===== config.mk =====
export PLATFORM = sky130hd
export DESIGN_NAME = freeaddr_switch2x2
export DESIGN_NICKNAME = d
export VERILOG_FILES = /design/src/rtl/fas_pkg.sv /design/src/rtl/fas_fifo.sv /design/src/rtl/fas_route.sv /design/src/rtl/freeaddr_switch2x2.sv
export SDC_FILE = /design/constraint.sdc
export NUM_CORES = 1
export LEC_CHECK = 0
export CELL_PAD_IN_SITES_DETAIL_PLACEMENT = 1
export CELL_PAD_IN_SITES_GLOBAL_PLACEMENT = 1
export CORE_ASPECT_RATIO = 0.5
export CORE_UTILIZATION = 35
export DETAILED_ROUTE_END_ITERATION = 8
export GPL_TIMING_DRIVEN = 0
export PLACE_DENSITY_LB_ADDON = 0.15
export SETUP_SLACK_MARGIN = 0.4
export SYNTH_ARGS = -nofsm -noshare
export SYNTH_HDL_FRONTEND = slang
export SYNTH_SLANG_ARGS = --single-unit
export TNS_END_PERCENT = 50

===== constraint.sdc =====
create_clock -name clk -period 3.4 [get_ports clk]
set_input_delay 0.68 -clock clk [delete_from_list [all_inputs] [get_ports clk]]
set_output_delay 0.68 -clock clk [all_outputs]
set_load 0.02 [all_outputs]

===== src/rtl/fas_pkg.sv =====
// Package: shared constants and helpers for the free-address return switch.
// Assumes a fixed two-port switching element; widths are set per instance.
package fas_pkg;

    // Number of ports on each side of the switching element.
    localparam int NPORT = 2;

    // Index of the port diagonally across from port p.
    function automatic int cross_of(input int p);
        return (p == 0) ? 1 : 0;
    endfunction

endpackage


===== src/rtl/fas_fifo.sv =====
// Module: fas_fifo
// Holding buffer for one downstream port. Stores up to DEPTH addresses in
// arrival order, presents the oldest, and dequeues on valid and ready.
// It reports whether it has room and whether it is running low
// (at most LOW_MARK entries).
// Assumes: the producer pushes only when has_space is high; there is no
// pass-through, so a full FIFO takes nothing even in a cycle where it pops.
module fas_fifo #(
    parameter int ADDR_W   = 24,
    parameter int DEPTH    = 4,
    parameter int LOW_MARK = 1
) (
    input  logic              clk,
    input  logic              rst_n,
    input  logic              push,
    input  logic [ADDR_W-1:0] push_addr,
    input  logic              pop_ready,
    output logic              out_valid,
    output logic [ADDR_W-1:0] out_addr,
    output logic              has_space,
    output logic              is_low
);

    localparam int PTR_W = (DEPTH > 1) ? $clog2(DEPTH) : 1;
    localparam int CNT_W = $clog2(DEPTH + 1);
    localparam logic [PTR_W-1:0] LAST_IDX = PTR_W'(DEPTH - 1);

    logic [ADDR_W-1:0] store [DEPTH];
    logic [PTR_W-1:0]  wr_ptr;
    logic [PTR_W-1:0]  rd_ptr;
    logic [CNT_W-1:0]  count;
    logic              pop;

    // Advance a pointer with wrap at the last slot (any DEPTH).
    function automatic logic [PTR_W-1:0] bump(input logic [PTR_W-1:0] p);
        return (p == LAST_IDX) ? '0 : p + 1'b1;
    endfunction

    assign pop       = out_valid & pop_ready;
    assign out_valid = (count != '0);
    assign out_addr  = store[rd_ptr];
    assign has_space = (count < CNT_W'(DEPTH));
    assign is_low    = (count <= CNT_W'(LOW_MARK));

    // Write an incoming address into the tail slot.
    always_ff @(posedge clk) begin
        if (push) begin
            store[wr_ptr] <= push_addr;
        end
    end

    // Move the tail pointer on each push.
    always_ff @(posedge clk) begin
        if (!rst_n) begin
            wr_ptr <= '0;
        end else if (push) begin
            wr_ptr <= bump(wr_ptr);
        end
    end

    // Move the head pointer on each handshake at the output.
    always_ff @(posedge clk) begin
        if (!rst_n) begin
            rd_ptr <= '0;
        end else if (pop) begin
            rd_ptr <= bump(rd_ptr);
        end
    end

    // Track the occupancy from push and pop together.
    always_ff @(posedge clk) begin
        if (!rst_n) begin
            count <= '0;
        end else begin
            case ({push, pop})
                2'b10:   count <= count + 1'b1;
                2'b01:   count <= count - 1'b1;
                default: count <= count;
            endcase
        end
    end

    // the router never pushes into a full buffer.
    a_r7_no_overflow: assert property (@(posedge clk) disable iff (!rst_n)
        push |-> has_space);

    // a stalled output keeps its address and its valid flag.
    a_r3_head_hold: assert property (@(posedge clk) disable iff (!rst_n)
        (out_valid && !pop_ready) |=> (out_valid && $stable(out_addr)));

    // a pushed address is visible in the next cycle.
    a_r8_push_visible: assert property (@(posedge clk) disable iff (!rst_n)
        push |=> out_valid);

endmodule


===== src/rtl/fas_route.sv =====
// Module: fas_route
// Combinational steering for the two upstream ports.
// An upstream address goes straight across when its own downstream buffer
// has room. Otherwise it goes to the crossed buffer, provided that buffer
// is hungry (low and its own straight input is idle) and has room.
// Upstream ready never depends on the same port's valid.
// Assumes: has_space and is_low come from registered buffer state.
module fas_route
    import fas_pkg::*;
(
    input  logic             clk,
    input  logic             rst_n,
    input  logic [NPORT-1:0] src_valid,
    input  logic [NPORT-1:0] has_space,
    input  logic [NPORT-1:0] is_low,
    output logic [NPORT-1:0] src_ready,
    output logic [NPORT-1:0] push,
    output logic [NPORT-1:0] cross_sel
);

    logic [NPORT-1:0] hungry;
    logic [NPORT-1:0] take_straight;
    logic [NPORT-1:0] take_cross;

    for (genvar gi = 0; gi < NPORT; gi++) begin : g_port
        localparam int K = cross_of(gi);

        // A buffer is hungry when it is low and its straight input has nothing.
        assign hungry[gi] = is_low[gi] & ~src_valid[gi];

        // Ready: either the straight buffer has room, or the crossed one is hungry with room.
        assign src_ready[gi] = has_space[gi] | (has_space[K] & hungry[K]);

        // The straight path is taken whenever it has room.
        assign take_straight[gi] = src_valid[gi] & has_space[gi];

        // The crossed path is taken only when the straight buffer is full.
        assign take_cross[gi] = src_valid[gi] & ~has_space[gi] & has_space[K] & hungry[K];

        // Buffer gi is fed by its own input, or else by the crossed input.
        assign push[gi]      = take_straight[gi] | take_cross[K];
        assign cross_sel[gi] = take_cross[K];

        // when the straight buffer has room, the crossed path is not used.
        a_r6_straight_first: assert property (@(posedge clk) disable iff (!rst_n)
            (src_valid[gi] && has_space[gi]) |-> !cross_sel[K]);

        // a crossed push lands only in a hungry buffer whose input is idle.
        a_r4_cross_only_hungry: assert property (@(posedge clk) disable iff (!rst_n)
            cross_sel[gi] |-> (!src_valid[gi] && is_low[gi]));
    end

endmodule


===== src/rtl/freeaddr_switch2x2.sv =====
// Module: freeaddr_switch2x2
// Two-by-two switching element that returns free-cell addresses toward the
// processors. It has one holding FIFO per downstream port and a router that
// prefers the straight path and crosses over only for a hungry port.
// Assumes: upstream senders hold valid and address until ready is seen;
// ports are packed as flat vectors, port i in slice [ADDR_W*i +: ADDR_W].
module freeaddr_switch2x2
    import fas_pkg::*;
#(
    parameter int ADDR_W   = 24,
    parameter int DEPTH    = 4,
    parameter int LOW_MARK = 1
) (
    input  logic                    clk,
    input  logic                    rst_n,
    input  logic [NPORT-1:0]        src_valid,
    output logic [NPORT-1:0]        src_ready,
    input  logic [NPORT*ADDR_W-1:0] src_addr,
    output logic [NPORT-1:0]        dst_valid,
    input  logic [NPORT-1:0]        dst_ready,
    output logic [NPORT*ADDR_W-1:0] dst_addr
);

    logic [NPORT-1:0] has_space;
    logic [NPORT-1:0] is_low;
    logic [NPORT-1:0] push;
    logic [NPORT-1:0] cross_sel;

    fas_route u_route (
        .clk       (clk),
        .rst_n     (rst_n),
        .src_valid (src_valid),
        .has_space (has_space),
        .is_low    (is_low),
        .src_ready (src_ready),
        .push      (push),
        .cross_sel (cross_sel)
    );

    for (genvar gj = 0; gj < NPORT; gj++) begin : g_out
        localparam int K = cross_of(gj);
        logic [ADDR_W-1:0] in_addr;

        // Select the straight or crossed upstream address for this buffer.
        assign in_addr = cross_sel[gj] ? src_addr[ADDR_W*K +: ADDR_W]
                                       : src_addr[ADDR_W*gj +: ADDR_W];

        fas_fifo #(
            .ADDR_W   (ADDR_W),
            .DEPTH    (DEPTH),
            .LOW_MARK (LOW_MARK)
        ) u_fifo (
            .clk       (clk),
            .rst_n     (rst_n),
            .push      (push[gj]),
            .push_addr (in_addr),
            .pop_ready (dst_ready[gj]),
            .out_valid (dst_valid[gj]),
            .out_addr  (dst_addr[ADDR_W*gj +: ADDR_W]),
            .has_space (has_space[gj]),
            .is_low    (is_low[gj])
        );
    end

    // each upstream handshake causes exactly one buffer push.
    a_r7_conserve: assert property (@(posedge clk) disable iff (!rst_n)
        $countones(src_valid & src_ready) == $countones(push));

    // the first cycle after reset shows empty outputs and open inputs.
    a_r1_reset_state: assert property (@(posedge clk) disable iff (!rst_n)
        !$past(rst_n) |-> (dst_valid == '0 && src_ready == '1));

endmodule


==> results.yml <==
synth:
  synthMuxAreaShare_pct: 20.73
  yosys_register_bits: 210
  synth_top_family_by_area: "multiplexers"
  yosysTopAreaCell: "edfxtp_1"
  synth_top_area_share_pct: 65.26
  syn_inst: 428
  yosys.area_share.adder_pct: 2.832
  avgSynthCellArea_um2: 20.64
  synth_area_leaders: "edfxtp_1, mux4_2, mux2_4"
  seq_area_frac_synth_pct: 69.34
  yosys.area_share.xor_xnor_pct: 0.3965
  yosys_warnings: 0
  syn_nets: 502
  syn_area_mm2: 0.008835
  synth_compound_area_share_pct: 1.586
  synth_cell_type_count: 33
  synth_simple_gate_area_share_pct: 2.889
job:
  cap_violations: 0
timing:
  finalHoldViolations: 0
  rsz0062_at_grt: "true"
  skew_ns: 0.008887
  final.period_utilization_pct: 87.89
  worst_slack_ns: 0.4119
  setup_viol: 0
  tightest_slew_ns: 0.9184
  maxSlewHeadroom_pct: 38.64
  setup_tns_ns: 0
  fin_crit_ns: 2.988
  fmax_ghz: 0.3347
  slew_viol_final: 0
worst_setup_path:
  slowest_stage: "clkdlybuf4s50_1"
  required_ns: 2.72
  worstPathArrival_ns: 2.31
  endpoint_kind: "output port"
  start_kind: "flop"
  criticalPathCategory: "flop to output port"
  crit_fanout: 10
  r2r_slack_ns: 0.88
  crit_path_cell_trace: "buf_4, buf_6, mux4_2, clkdlybuf4s50_1"
  cpPeakStageDelay_ns: 0.55
drt:
  via_count: 4278
  dr.pass1.iters: 4
  drc_errors: 0
  drtIter0Drc: 217
  ant_nets: 0
  wl_mm: 18.88
  via_per_inst: 4.727
  routedWlPerCell_um: 20.86
global_route:
  track_usage_pct: 14.96
  antenna_found_initial: 0
  grt_pass1_wl_mm: 28.50
  grt_pass1_vias: 4726
  grt_start_max_net_pins: 25
  grt-ovfl-total: 0
power_and_ir_drop:
  powerDensity_mw_per_mm2: 729.2
  vdd_ir_drop_max_mv: 0.3757
  p_leak_nw: 3.969
cells_and_area:
  finish.net_count: 629
  stdcell_count: 905
  fillers: 2300
  diodes: 0
  syn_to_final_growth_pct: 26.11
  regArea_mm2: 0.006126
  layout_commonest_cell: "edfxtp_1"
  multi_input_area_mm2: 0.002572
  final_cell_mix: "edfxtp_1, clkdlybuf4s50_1, mux4_2"
  drive_gt1_share_pct: 28.82
  utilization_pct: 45.71
placed_design:
  portBuffers: 104
  dpl.cell_count: 868
  post-place-ws_ns: 0.2250
  dpl.hpwl_mm: 12.66
  routabilityCongestion: 0.7284
die:
  io_pins: 106
  die_h_um: 114.3
  rows: 40
  die_w_um: 226.7
  die-area_mm2: 0.02592
  initial_utilization_pct: 36.25
  core_area_mm2: 0.02437
clock_tree:
  clock_latency_ns: 0.50
  path_clk_slew_ns: 0.06
  clockBufferDepth: 3
  cts_sinks: 210
  root_buffer: "clkbuf_16"
  htreeDepth: 1
  cts_buffers: 21
  tritoncts: "built"
min_path:
  min_path_type: "input pin to flop"
status:
  status: "finished clean"
worst max-delay path: cells and delay by family, from the launching register on:
kind                   cells  cell delay, ns
buffers and inverters      3            0.95
muxes                      1            0.53
DFF                        1            0.31
final cells by class:
type | count | area share (%)
clock buffer | 23 | 4.784
tap | 336 | 3.773
inverter | 11 | 0.3706
timing repair buffer | 104 | 9.354
clock inverter | 14 | 2.033
sequential | 210 | 54.98
multi-input combinational | 185 | 23.09
buffer | 22 | 1.617
metrics by stage:
step / area, µm² / power [W] / hold slack, ns
after CTS: 11120 / 0.008266 / 0.4924
after detailed placement: 10360 / 0.005721 / 0.5057
after global routing: 11140 / 0.008493 / 0.5010
after global placement: 10300 / 0.005673 / 0.4941
after floorplan: 8835 / 0.004761 / 0.4709
final: 11140 / 0.008125 / 0.5034
kinds of logic (layout without fill, tap and decap cells):
logic type	after synthesis	after routing
DFF	210	210
muxes	102	102
and+or+nand+nor	41	41
buffers and inverters	33	174
adders and majority gates	20	20
AOI/OAI and AO/OA	18	18
xor gates and xnor gates	4	4
repair_timing:
action,CTS,global route
gates cloned,0,0
buffers inserted,0,0
resized for setup,28,10
endpoints found under the hold margin,0,0
endpoints found under the setup margin,40,21
hold buffers,0,0
final timing paths:
path,startpoint,endpoint,cells past startpoint
max,flop,dst_addr[10],4
max reg2reg,g_out[0].u_fifo.count[1]$_SDFFE_PN0P_,g_out[0].u_fifo.count[2]$_SDFFE_PN0P_,7
min,rst_n,g_out[0].u_fifo.rd_ptr[0]$_SDFFE_PN0N_,2
min reg2reg,g_out[0].u_fifo.wr_ptr[1]$_SDFFE_PN0P_,g_out[0].u_fifo.wr_ptr[1]$_SDFFE_PN0P_,2
registers in the layout, summed over array words and instances, names as in the netlist, named ones only:
register	cells
g_out.u_fifo.count	6
g_out.u_fifo.wr_ptr	4
g_out.u_fifo.store	192
g_out.u_fifo.rd_ptr	4
Yosys cell counts:
| cell | number |
|---|---|
| edfxtp_1 | 192 |
| mux4_2 | 48 |
| mux2_4 | 40 |
| ha_1 | 20 |
| dfxtp_1 | 18 |
| inv_1 | 11 |
| nor2b_1 | 11 |
| nand2_1 | 10 |
| mux2_2 | 8 |
| buf_2 | 7 |
| buf_4 | 7 |
| mux2i_1 | 6 |
| nor2_1 | 6 |
| a21oi_1 | 5 |
| buf_6 | 5 |
| o21ai_0 | 4 |
| or3_1 | 4 |
| xor2_1 | 4 |
| a211oi_1 | 2 |
| a41oi_2 | 2 |
| buf_1 | 2 |
| nand3_1 | 2 |
| nand4_4 | 2 |
| nor2_4 | 2 |
| o21bai_2 | 2 |
| a21bo_2 | 1 |
| a21boi_0 | 1 |
| and2_1 | 1 |
| and3_1 | 1 |
| clkbuf_1 | 1 |
| nand2b_1 | 1 |
| o21a_1 | 1 |
| or4_1 | 1 |
report_power, final:
part / total, W / switching (W) / leakage [nW] / internal (W)
Clock: 0.00258 / 0.000985 / 0.365 / 0.00159
Combinational: 0.00227 / 0.00120 / 1.70 / 0.00107
Sequential: 0.00328 / 0.0000984 / 1.91 / 0.00318
Total: 0.00812 / 0.00228 / 3.97 / 0.00585
per-layer routing:
layer  part of all wire (%)  global-route usage, %
met1                     46                  20.35
met3                    4.5                  2.925
met2                     48                  24.99
met5                      0                      0
met4                    1.4                  3.153
No activity file was read; power rests on OpenSTA's default activity.
